## src/rtl/eectl_pkg.sv

```systemverilog
package eectl_pkg;
  localparam int unsigned IO_AW = 6;

  localparam logic [IO_AW-1:0] OFS_ADDR = 6'h1E;
  localparam logic [IO_AW-1:0] OFS_DATA = 6'h1D;
  localparam logic [IO_AW-1:0] OFS_CTRL = 6'h1C;

  // control register bit positions
  localparam int unsigned CB_RD  = 0;
  localparam int unsigned CB_WR  = 1;
  localparam int unsigned CB_ARM = 2;
  localparam int unsigned CB_IE  = 3;

  typedef enum logic [1:0] {
    SEL_NONE = 2'd0,
    SEL_ADDR = 2'd1,
    SEL_DATA = 2'd2,
    SEL_CTRL = 2'd3
  } reg_sel_t;
endpackage

```

## src/rtl/ee_rst_sync.sv

```systemverilog
module ee_rst_sync (
  input  logic clk,
  input  logic rst_an,
  output logic rst_sn
);
  logic [1:0] sync_q;

  always_ff @(posedge clk or negedge rst_an) begin
    if (!rst_an) sync_q <= 2'b00;
    else         sync_q <= {sync_q[0], 1'b1};
  end

  assign rst_sn = sync_q[1];
endmodule

```

## src/rtl/ee_countdown.sv

```systemverilog
module ee_countdown #(
  parameter int unsigned W = 4
) (
  input  logic         clk,
  input  logic         rst_n,
  input  logic         load,
  input  logic         clr,
  input  logic [W-1:0] load_val,
  output logic         active
);
  logic [W-1:0] cnt_q, cnt_d;
  logic         cnt_en;

  always_comb begin
    cnt_en = clr | load | (cnt_q != '0);
    cnt_d  = cnt_q;
    if (clr)                cnt_d = '0;
    else if (load)          cnt_d = load_val;
    else if (cnt_q != '0)   cnt_d = cnt_q - 1'b1;
  end

  always_ff @(posedge clk or negedge rst_n) begin
    if (!rst_n)      cnt_q <= '0;
    else if (cnt_en) cnt_q <= cnt_d;
  end

  assign active = (cnt_q != '0);
endmodule

```

## src/rtl/ee_array.sv

```systemverilog
module ee_array #(
  parameter int unsigned DW    = 8,
  parameter int unsigned DEPTH = 64,
  parameter int unsigned AW    = 6
) (
  input  logic          clk,
  input  logic          we,
  input  logic [AW-1:0] waddr,
  input  logic [DW-1:0] wdata,
  input  logic [AW-1:0] raddr,
  output logic [DW-1:0] rdata
);
  logic [DW-1:0] mem_q [DEPTH];

  always_ff @(posedge clk) begin
    if (we) mem_q[waddr] <= wdata;
  end

  assign rdata = mem_q[raddr];
endmodule

```

## src/rtl/eeprom_io_ctrl.sv

```systemverilog
module eeprom_io_ctrl
  import eectl_pkg::*;
#(
  parameter int unsigned DW         = 8,
  parameter int unsigned DEPTH      = 64,
  parameter int unsigned WR_CYCLES  = 40,
  parameter int unsigned MWE_WINDOW = 4,
  parameter int unsigned WR_STALL   = 2,
  parameter int unsigned RD_STALL   = 4
) (
  input  logic             clk,
  input  logic             rst_n,
  input  logic [IO_AW-1:0] io_addr,
  input  logic             io_we,
  input  logic             io_re,
  input  logic [DW-1:0]    io_wdata,
  output logic [DW-1:0]    io_rdata,
  input  logic             gie,
  output logic             cpu_stall,
  output logic             ee_rdy_irq
);
  localparam int unsigned AW     = $clog2(DEPTH);
  localparam int unsigned TW     = $clog2(WR_CYCLES + 1);
  localparam int unsigned MW     = $clog2(MWE_WINDOW + 1);
  localparam int unsigned ST_MAX = (WR_STALL > RD_STALL) ? WR_STALL : RD_STALL;
  localparam int unsigned SW     = $clog2(ST_MAX + 1);

  // ---------------------------------------------------------------- reset
  logic rst_n_int;

  ee_rst_sync u_rst_sync (
    .clk    (clk),
    .rst_an (rst_n),
    .rst_sn (rst_n_int)
  );

  // ---------------------------------------------------------------- decode
  reg_sel_t sel;
  logic     addr_wr, data_wr, ctrl_wr;

  always_comb begin
    case (io_addr)
      OFS_ADDR: sel = SEL_ADDR;
      OFS_DATA: sel = SEL_DATA;
      OFS_CTRL: sel = SEL_CTRL;
      default:  sel = SEL_NONE;
    endcase
  end

  assign addr_wr = io_we && (sel == SEL_ADDR);
  assign data_wr = io_we && (sel == SEL_DATA);
  assign ctrl_wr = io_we && (sel == SEL_CTRL);

  // ---------------------------------------------------------------- state
  logic [AW-1:0] ear_q;
  logic [DW-1:0] edr_q, edr_d;
  logic          ie_q, ie_d;
  logic          rd_pend_q, rd_pend_d;
  logic          arm_act, wr_busy;
  logic          start_w, start_r;
  logic [DW-1:0] arr_rdata;

  assign start_w = ctrl_wr && io_wdata[CB_WR] && arm_act && !wr_busy;
  assign start_r = ctrl_wr && io_wdata[CB_RD] && !wr_busy && !start_w;

  // address register: no reset, contents kept through reset
  always_ff @(posedge clk) begin
    if (addr_wr) ear_q <= io_wdata[AW-1:0];
  end

  always_comb begin
    edr_d     = edr_q;
    if (rd_pend_q)    edr_d = arr_rdata;
    else if (data_wr) edr_d = io_wdata;
    ie_d      = ctrl_wr ? io_wdata[CB_IE] : ie_q;
    rd_pend_d = start_r;
  end

  always_ff @(posedge clk or negedge rst_n_int) begin
    if (!rst_n_int) begin
      edr_q     <= '0;
      ie_q      <= 1'b0;
      rd_pend_q <= 1'b0;
    end else begin
      edr_q     <= edr_d;
      ie_q      <= ie_d;
      rd_pend_q <= rd_pend_d;
    end
  end

  // ---------------------------------------------------------------- timers
  ee_countdown #(.W(MW)) u_arm (
    .clk      (clk),
    .rst_n    (rst_n_int),
    .load     (ctrl_wr && io_wdata[CB_ARM] && !start_w),
    .clr      (start_w || (ctrl_wr && !io_wdata[CB_ARM])),
    .load_val (MW'(MWE_WINDOW)),
    .active   (arm_act)
  );

  ee_countdown #(.W(TW)) u_wr_timer (
    .clk      (clk),
    .rst_n    (rst_n_int),
    .load     (start_w),
    .clr      (1'b0),
    .load_val (TW'(WR_CYCLES)),
    .active   (wr_busy)
  );

  ee_countdown #(.W(SW)) u_stall (
    .clk      (clk),
    .rst_n    (rst_n_int),
    .load     (start_w || start_r),
    .clr      (1'b0),
    .load_val (start_w ? SW'(WR_STALL) : SW'(RD_STALL)),
    .active   (cpu_stall)
  );

  // ---------------------------------------------------------------- array
  ee_array #(.DW(DW), .DEPTH(DEPTH), .AW(AW)) u_array (
    .clk   (clk),
    .we    (start_w),
    .waddr (ear_q),
    .wdata (edr_q),
    .raddr (ear_q),
    .rdata (arr_rdata)
  );

  // ---------------------------------------------------------------- read mux
  always_comb begin
    io_rdata = '0;
    if (io_re) begin
      case (sel)
        SEL_ADDR: io_rdata = {{(DW-AW){1'b0}}, ear_q};
        SEL_DATA: io_rdata = edr_q;
        SEL_CTRL: io_rdata = {{(DW-4){1'b0}}, ie_q, arm_act, wr_busy, rd_pend_q};
        default:  io_rdata = '0;
      endcase
    end
  end

  assign ee_rdy_irq = ie_q && gie && !wr_busy;

  // ---------------------------------------------------------------- checks
  logic [MW:0] arm_age_q;

  always_ff @(posedge clk or negedge rst_n_int) begin
    if (!rst_n_int)                                  arm_age_q <= '0;
    else if (!arm_act || (ctrl_wr && io_wdata[CB_ARM])) arm_age_q <= '0;
    else                                             arm_age_q <= arm_age_q + 1'b1;
  end

  AST_ARM_EXPIRES: assert property (@(posedge clk) disable iff (!rst_n_int)
    arm_act |-> (arm_age_q < (MW+1)'(MWE_WINDOW)));

  AST_WR_NEEDS_ARM: assert property (@(posedge clk) disable iff (!rst_n_int)
    $rose(wr_busy) |-> $past(arm_act));

  AST_WR_STALLS: assert property (@(posedge clk) disable iff (!rst_n_int)
    $rose(wr_busy) |-> cpu_stall);

  AST_RD_STALLS: assert property (@(posedge clk) disable iff (!rst_n_int)
    $rose(rd_pend_q) |-> cpu_stall);

  AST_RD_ONE_CYCLE: assert property (@(posedge clk) disable iff (!rst_n_int)
    rd_pend_q |=> !rd_pend_q);

  AST_RD_BLOCKED_BUSY: assert property (@(posedge clk) disable iff (!rst_n_int)
    (wr_busy && ctrl_wr && io_wdata[CB_RD]) |=> !rd_pend_q);

  AST_IRQ_QUIET_BUSY: assert property (@(posedge clk) disable iff (!rst_n_int)
    wr_busy |-> !ee_rdy_irq);

  AST_ADDR_UPPER_ZERO: assert property (@(posedge clk) disable iff (!rst_n_int)
    (io_re && io_addr == OFS_ADDR) |-> (io_rdata[DW-1:AW] == '0));
endmodule

```

## config.mk

```make
export PLATFORM = sky130hd
export DESIGN_NAME = eeprom_io_ctrl
export DESIGN_NICKNAME = d
export VERILOG_FILES = /design/src/rtl/eectl_pkg.sv /design/src/rtl/ee_rst_sync.sv /design/src/rtl/ee_countdown.sv /design/src/rtl/ee_array.sv /design/src/rtl/eeprom_io_ctrl.sv
export SDC_FILE = /design/constraint.sdc
export NUM_CORES = 1
export LEC_CHECK = 0
export ABC_AREA = 1
export BUFFER_PORTS_ARGS = -buffer_cell sky130_fd_sc_hd__buf_4
export CAP_MARGIN = 20
export CORE_MARGIN = 5
export CORE_UTILIZATION = 53
export CTS_BUF_LIST = sky130_fd_sc_hd__clkbuf_2 sky130_fd_sc_hd__clkbuf_4 sky130_fd_sc_hd__clkbuf_8
export DETAILED_ROUTE_END_ITERATION = 8
export PLACE_DENSITY = 0.69
export SETUP_SLACK_MARGIN = 0.4
export SKIP_LAST_GASP = 1
export SLEW_MARGIN = 20
export SYNTH_ARGS = -nofsm -noshare
export SYNTH_HDL_FRONTEND = slang
export SYNTH_SLANG_ARGS = --single-unit
```

## constraint.sdc

```tcl
create_clock -name clk -period 3.06 [get_ports clk]
set_clock_uncertainty 0.1 [all_clocks]
set_input_delay 0.153 -clock clk [delete_from_list [all_inputs] [get_ports clk]]
set_output_delay 0.153 -clock clk [all_outputs]
set_load 0.05 [all_outputs]
```

# Word level (Yosys, flattened, before mapping)
# Memories as Yosys holds them, arrays and structs flattened. A register that Yosys moved wholly into a read port is not among the register bits.
# Cells that the tools add are included.
# totals
register_bits,30
latchBits,0
ramBits,512
romBits,0
input_bits,19
out_inout_bits,10
word_cells,67
mem_count,1
# classes
n_addsub,3
n_mul,0
div,0
magnitude_cmp,0
eq_ne,6
n_shift,0
muxes,16
bitwise,4
n_reduce_logical,29
# mem_list
memory,words,word_bits,read_ports,rd_clocked_by_memory_dff,write_ports,line_no,source
u_array.mem_q,64,8,1,1,1,ee_array.sv:13,logic [DW-1:0] mem_q [DEPTH];
# op_table
operator,n
8-bit 2-to-1 mux,3
8-bit one-hot mux with 3 select lines,1
"6-bit by 5-bit == test with 1-bit output, second input constant",3
3-bit 2-to-1 mux,6
6-bit 2-to-1 mux,3
1-bit logical AND,14
3-bit nonzero test,3
2-bit one-hot mux with 3 select lines,1
2-bit AND reduction,3
2-bit nonzero test,3
6-bit nonzero test,1
"3-bit by 1-bit subtractor with 3-bit output, second input constant",2
"6-bit by 1-bit subtractor with 6-bit output, second input constant",1
"2-bit == test, second input constant",2
1-bit bitwise OR,4
1-bit zero test,3
"2-bit by 1-bit == test with 1-bit output, second input constant",1
1-bit logical OR,2
1-bit 2-to-1 mux,2

# Longest topological paths before layout
# Gate-level depths: netlist (run 1).
# depth
ltp_word,12
ltp_mapped,14
mapped_depth_nobuf,11

# Modules after synthesis
# Synthesis (run 1) repeated with hierarchy kept, for this count alone.
# unflattened
hier_cells,2053
hier_area_um2,23057.1
# modules_own_cells
module,instances,cells_each,area_per_inst_um2,seq_area_each_um2
ee_array,1,1797,21179.1,15374.7
eeprom_io_ctrl,1,133,992.2,430.4
ee_countdown (u_wr_timer),1,60,416.6,150.1
ee_countdown (u_arm ...),2,30,207.7,75.1
ee_rst_sync,1,3,53.8,50.0

# Worst setup path before layout (run 1)
# No wires, ideal clock.
# synth_path
kind,reg2reg
startpoint,register u_arm.cnt_q[0]
endpoint,"memory u_array.mem_q[28][0], enable pin"
setup_time_ns,0.370
t_arrival_ns,1.954
required_time_ns,2.590
setup_slack_ns,0.635
stages_incl_launch_ff,10
path_buffers,1
period_less_slack_ns,2.425
path_cell_list,dfrtp_1 > inv_1 > ha_1 > ha_1 > buf_4 > nor2_1 > nand3_4 > nor2_8 > nand3_4 > nor2_1
# synth_between
elab_chain_cells,5
# synth_rtl
item,line_no,source
"start, declared",ee_countdown.sv:11,"logic [W-1:0] cnt_q, cnt_d;"
"start signal, assigned",ee_countdown.sv:24,else if (cnt_en) cnt_q <= cnt_d;
3-bit nonzero test,ee_countdown.sv:27,assign active = (cnt_q != '0);
1-bit logical AND (2 in series),eeprom_io_ctrl.sv:63,assign start_w = ctrl_wr && io_wdata[CB_WR] && arm_act && !wr_busy;
1-bit 2-to-1 mux,ee_array.sv:16,if (we) mem_q[waddr] <= wdata;
1-bit 2-to-1 mux (implied by the code),ee_array.sv:16,
"end, declared",ee_array.sv:13,
# No other way between the ends.

# Worst setup path in the final report (run 1)
# layout_path
startpoint,register u_arm.cnt_q[0]
endpoint,"memory u_array.mem_q[57][7], enable pin"
# Same word-level chain as after synthesis.

==> results.cfg, run 1 <==
[sta]
hold_viol = 0
worst_pin_slew_ps = 975.1
final.setup.worst_slack_ps = 533.6
tns_ps = 0
post-route-min-period_ps = 2526
maxSlewHeadroom = 0.3492
slew_viol_final = 0
setup_viol = 0
fmax_mhz = 395.8
fin_crit_sh = 0.8256
rsz0062_at_grt = no

[pwr]
internal_power_mw = 12.06
peakVddDrop_uv = 561.1
clockPowerShare = 0.370
power_density_mw_per_mm2 = 611.1
power_switching_mw = 3.758
power_frac_comb = 0.073
sequentialPowerShare = 0.557
p_sw_frac = 0.2375
p_leak_nw = 9.709

[synth]
synth_top_area_cell = edfxtp_1
yosysSeqAreaShare = 0.7126
synthMuxAreaShare = 0
ys.flop_type = edfxtp_1
netlist.area_leader.share = 0.6811
synth_adder_area_share = 0.002739
synth_xor_area_frac = 0.001534
synth_edf_count = 518
syn_area_sq_mm = 0.02284
syn_inst = 1996
ys_top_cells_by_area = edfxtp_1 68%, nand2_1 11%, nand3_1 9.8%
synth_compound_area_frac = 0.007779
ys_seq_elements = 548
syn_nets = 2020
yosysWarnings = 0
synth_top_family_by_area = simple AND/OR/NAND/NOR gates
synthSimpleGateAreaFrac = 0.2409
synth.avg_cell_area_sq_um = 11.44
async_reset_ff_frac = 0.04380
ys_types = 33

[drt]
remaining_drc_errors = 0
vias = 15518
drt-met1-wl_um = 23410
met2_length_um = 26650
route.met3.wl_um = 5332
firstDrtPassIters = 7
drtAntennaViolNets = 0
routed.top_layer = met4
wl_per_cell_um = 20.78
vias_per_cell = 5.625
wirelength_um = 57350
drt_iter0_drc = 1624

[critical_path]
cp_cell_sequence = inv_1, ha_1, ha_2, nor2_4, nand3_4, nor2_8, nand3_4, buf_4, nor2_1, buf_4
cp.depth = 10
critPathRequiredTime_ps = 3300
setup.worst_path.start_class = flop
critPathLaunch = u_arm.cnt_q[0]
crit_family = simple AND/OR/NAND/NOR gates
critPathKind = reg2reg
rrSetupSlack_ps = 530
cp_max_fo = 8
crit_path_end = u_array.mem_q[57][7]
reg2reg_from = u_arm.cnt_q[0]
endpoint_kind = flop
worstReg2RegEnd = u_array.mem_q[57][7]
critPathArrivalTime_ps = 2770
cpMaxStageDelayCell = dfrtp_1
r2r_cells = 10
cp.buffers_inverters = 3
max_stage_delay_ps = 360

[clock_network]
cts_tree = yes
clkSinkCount = 548
clockBufferDepth = 3
cts-root-buf = clkbuf_8
clk_latency_ps = 640
clk_pin_slew_ps = 70
cts-htree-levels = 3
cts_buffers = 84

[final_layout]
diodes = 0
nets = 2137
syn2layout_area_growth_pct = 13.36
layout_common_cells = 696 x nand2_1, 518 x edfxtp_1, 449 x nand3_1, 113 x buf_4, 89 x clkbuf_8
drive_gt1_frac = 0.1343
layout_commonest_cell = nand2_1

[die]
rows = 76
start_util = 0.5326
die_h_um = 217.6
core_area_sq_mm = 0.04289
dieArea_sq_mm = 0.04735
die_w_um = 217.6
ios = 29

[min_path]
holdCritPathClass = in2reg
worstHoldStart = io_addr[4]

[status]
status = finished, final reports clean

[grt]
antenna_found_initial = 0
grt_pass1_vias = 15094
grt_usage = 0.2424
grt_pass1_wl_um = 87210
grt_remaining_overflow = 0
grt_max_degree = 129

[placed_design]
pre_cts_slack_ps = 332.2
globalplace.congestion = 0.8952
hpwl_um = 33900
io_buffers = 28

[job]
drv_cap = 0
worst min-delay path by stage:
stage	to	slack, ps	cells after the start
after floorplan	u_rst_sync.sync_q[0]	-240	0
after global placement	u_rst_sync.sync_q[1]	-160	1
after detailed placement	u_rst_sync.sync_q[1]	-160	1
after CTS	u_stall.cnt_q[2]	10	7
after global routing	rd_pend_q	100	8
final	u_stall.cnt_q[2]	70	7
synthesized netlist by cell type, types with 2 or more instances:
cell type,count
nor2_8,4
nand3_1,449
o22ai_1,2
nand3_4,10
o221ai_1,3
o21ai_0,13
ha_1,5
a21oi_1,4
nor2_1,88
buf_6,7
nand2_2,3
buf_2,59
dfrtp_1,24
clkbuf_1,10
dfxtp_1,6
inv_1,38
nor2_2,2
xor2_1,3
nand2_1,697
a22oi_1,4
buf_1,16
buf_4,21
edfxtp_1,518
flip-flops by register name, summed over array words and instances (netlist names), named ones only:
register           cells
edr_q                  8
u_array.mem_q        512
ear_q                  6
rd_pend_q              1
u_arm.cnt_q            3
u_rst_sync.sync_q      2
u_wr_timer.cnt_q       6
u_stall.cnt_q          3
ie_q                   1
metal layers:
layer / track usage / vias to the layer above
li1: - / 7179
met1: 0.3380 / 7359
met2: 0.3813 / 850
met3: 0.04401 / 130
met4: 0.1005 / 0
met5: 0 / -
through the flow:
stage,utilization,instance area (sq um),power [mW],std cells,hold slack (ps)
6_report,0.6037,25890,15.82,2759,68.28
5_1_grt,0.6037,25890,16.44,2759,96.89
4_1_cts,0.6025,25840,15.90,2755,14.84
3_5_place_dp,0.5608,24050,10.08,2591,-163.8
3_3_place_gp,0.5608,24050,10.06,2591,-164.7
2_1_floorplan,-,22840,9.507,1996,-242.6
power by group through the flow:
stage	combinational (mW)	clock [mW]	sequential, mW
2_1_floorplan	0.488	0	9.02
3_3_place_gp	1.09	0	8.96
3_5_place_dp	1.11	0	8.97
4_1_cts	1.14	5.95	8.81
5_1_grt	1.27	6.35	8.82
6_report	1.16	5.85	8.81
timing repair:
item / 4_1_cts / 5_1_grt
setup endpoints to repair: 34 / 142
cloned: 0 / 0
hold buffers: 17 / 0
pin swaps: 0 / 2
setup buffers: 0 / 4
endpoints found under the hold margin: 32 / 0
gates resized for setup: 5 / 3
final cells by class:
class                           count  area (sq um)
Clock buffer                      104          1338
Clock inverter                     43         266.5
Fill cell                        3346         17000
Inverter                           40         157.7
Multi-Input combinational cell   1295          5804
Sequential cell                   548         16290
Tap cell                          585         732.0
Timing Repair Buffer              144          1299
tightest hold or removal path: cells and delay by family:
family	cells	cell delay, ps
simple gates	5	380
buf+inv	1	110
compound gates	1	100
cell families (layout without fill, tap and decap cells):
logic type      after synthesis  after routing
simple gates               1256           1256
buf+inv                     153            331
other cells                   1              1
compound gates               29             29
fa+ha+maj                     5              5
xor+xnor                      4              4
flops                       548            548
(Power assumes the default switching activity.)
==> inputs of run 2 (changes only) <==
clock period = 2.4 ns   (was 3.06 ns; I/O delays follow)
==> results.cfg, run 2 (same netlist as run 1, synthesis figures left out) <==
[die]
ios = 29
rows = 76
die_h_um = 217.6
dieArea_sq_mm = 0.04735
core_area_sq_mm = 0.04289
die_w_um = 217.6
start_util = 0.5326

[drt]
vias_per_cell = 5.858
drt_iter0_drc = 2214
vias = 16566
drtAntennaViolNets = 0
remaining_drc_errors = 0
wl_per_cell_um = 23.06
wirelength_um = 65210
firstDrtPassIters = 6

[critical_path]
setup.worst_path.start_class = flop
rrSetupSlack_ps = 130
reg2reg_from = u_arm.cnt_q[0]
cpMaxStageDelayCell = dfrtp_1
critPathRequiredTime_ps = 2630
cp.buffers_inverters = 2
endpoint_kind = flop
cp.depth = 9
cp_cell_sequence = inv_2, ha_4, ha_4, nor2_4, nand3_4, nor2_8, nand3_4, buf_12, nor2_4
cp_max_fo = 8
worstReg2RegEnd = u_array.mem_q[63][5]
max_stage_delay_ps = 370
crit_path_end = u_array.mem_q[63][5]
crit_family = simple AND/OR/NAND/NOR gates
critPathLaunch = u_arm.cnt_q[0]
r2r_cells = 9
critPathArrivalTime_ps = 2500
critPathKind = reg2reg

[grt]
grt_remaining_overflow = 0
grt_max_degree = 66
antenna_found_initial = 0
grt_pass1_vias = 15824
grt_pass1_wl_um = 91800
grt_usage = 0.2557

[sta]
final.setup.worst_slack_ps = 134.8
fin_crit_sh = 0.9438
hold_viol = 0
worst_pin_slew_ps = 966.8
setup_viol = 0
fmax_mhz = 441.5
slew_viol_final = 0
maxSlewHeadroom = 0.3547
post-route-min-period_ps = 2265
tns_ps = 0
rsz0062_at_grt = yes

[status]
status = finished, final reports clean

[final_layout]
largest-register = u_array.mem_q
syn2layout_area_growth_pct = 25.48
layout_common_cells = 640 x nand2_1, 518 x edfxtp_1, 331 x nand3_1, 109 x nand3_2, 90 x clkbuf_8
layout_commonest_cell = nand2_1
largest_reg_flops = 512
drive_gt1_frac = 0.2773
top_regs = u_array.mem_q (512), edr_q (8)
diodes = 0
nets = 2204

[placed_design]
hpwl_um = 35510
pre_cts_slack_ps = 22.21
globalplace.congestion = 0.9299
io_buffers = 28

[pwr]
p_leak_nw = 10.59
power_density_mw_per_mm2 = 723.3
peakVddDrop_uv = 930.9

[job]
drv_cap = 0

[clock_network]
clkSinkCount = 548
clk_latency_ps = 670
cts_tree = yes
cts_buffers = 85
clockBufferDepth = 3
cts-htree-levels = 3
clk_pin_slew_ps = 60
cts-root-buf = clkbuf_8

[min_path]
holdCritPathClass = in2reg
==> run 2: cell count changes in the layout (fill, tap and decap cells not counted), moves of 51 or more <==
cell	delta
nand2_2	+52
nor2_4	+67
nand3_2	+109
buf_6	+51
nor2_1	-64
nand2_1	-56
nand3_1	-118
==> run 2: layout make-up <==
| cell class | count | area, sq um |
|---|---|---|
| Fill cell | 3019 | 14230 |
| Sequential cell | 548 | 16300 |
| Timing Repair inverter | 4 | 41.29 |
| Tap cell | 585 | 732.0 |
| Clock buffer | 113 | 1411 |
| Inverter | 40 | 193.9 |
| Timing Repair Buffer | 206 | 2596 |
| Multi-Input combinational cell | 1295 | 7187 |
| Clock inverter | 37 | 198.9 |
==> run 2: worst reg2reg max path: stages, from the launching register on <==
cell and delay, ps:
dfrtp_1 370, inv_2 50, ha_4 160, ha_4 170, nor2_4 150, nand3_4 180
nor2_8 210, nand3_4 120, buf_12 190, nor2_4 240
==> run 2: report_power, final <==
group          internal (mW)  switching (mW)
Combinational          0.683            1.43
Clock                   3.92            3.56
Sequential              11.0           0.146
Total                   15.6            5.13
==> run 2: repair_timing <==
action                                  CTS  global route
hold buffers                             15             0
hold endpoints to repair                 34             0
pin swaps                                17           107
cloned                                    3            20
endpoints found under the setup margin  526           531
gates resized for setup                 140           211
setup buffers                            20            18
==> run 2: how the worst min path moves through the flow <==
| stage | from | end | slack, ps | cells past startpoint |
|---|---|---|---|---|
| after global routing | io_wdata[1] | ear_q[1] | 120 | 2 |
| after global placement | rst_n | u_rst_sync.sync_q[0] | -190 | 1 |
| after detailed placement | rst_n | u_rst_sync.sync_q[0] | -190 | 1 |
| after floorplan | rst_n | u_rst_sync.sync_q[0] | -280 | 0 |
| after CTS | io_wdata[4] | ear_q[4] | 70 | 2 |
| final | io_addr[5] | flop | 90 | 9 |
==> run 2: metal layers <==
layer / wire length [um] / vias up / GRT usage
met2: 30390 / 997 / 0.3956
met4: 2525 / 0 / 0.09922
met3: 6589 / 143 / 0.05512
met5: 0 / - / 0
met1: 25700 / 8082 / 0.3601
li1: - / 7344 / -
==> run 2: through the flow <==
stage	util	total power, mW	hold WS [ps]	cells	instance area (sq um)
2_1_floorplan	-	12.13	-275.6	1996	23160
3_3_place_gp	0.5727	12.89	-193.5	2602	24560
3_5_place_dp	0.5727	12.94	-192.4	2602	24560
4_1_cts	0.6344	20.59	67.66	2790	27210
5_1_grt	0.6683	21.46	124.1	2828	28660
6_report	0.6683	20.73	86.93	2828	28660
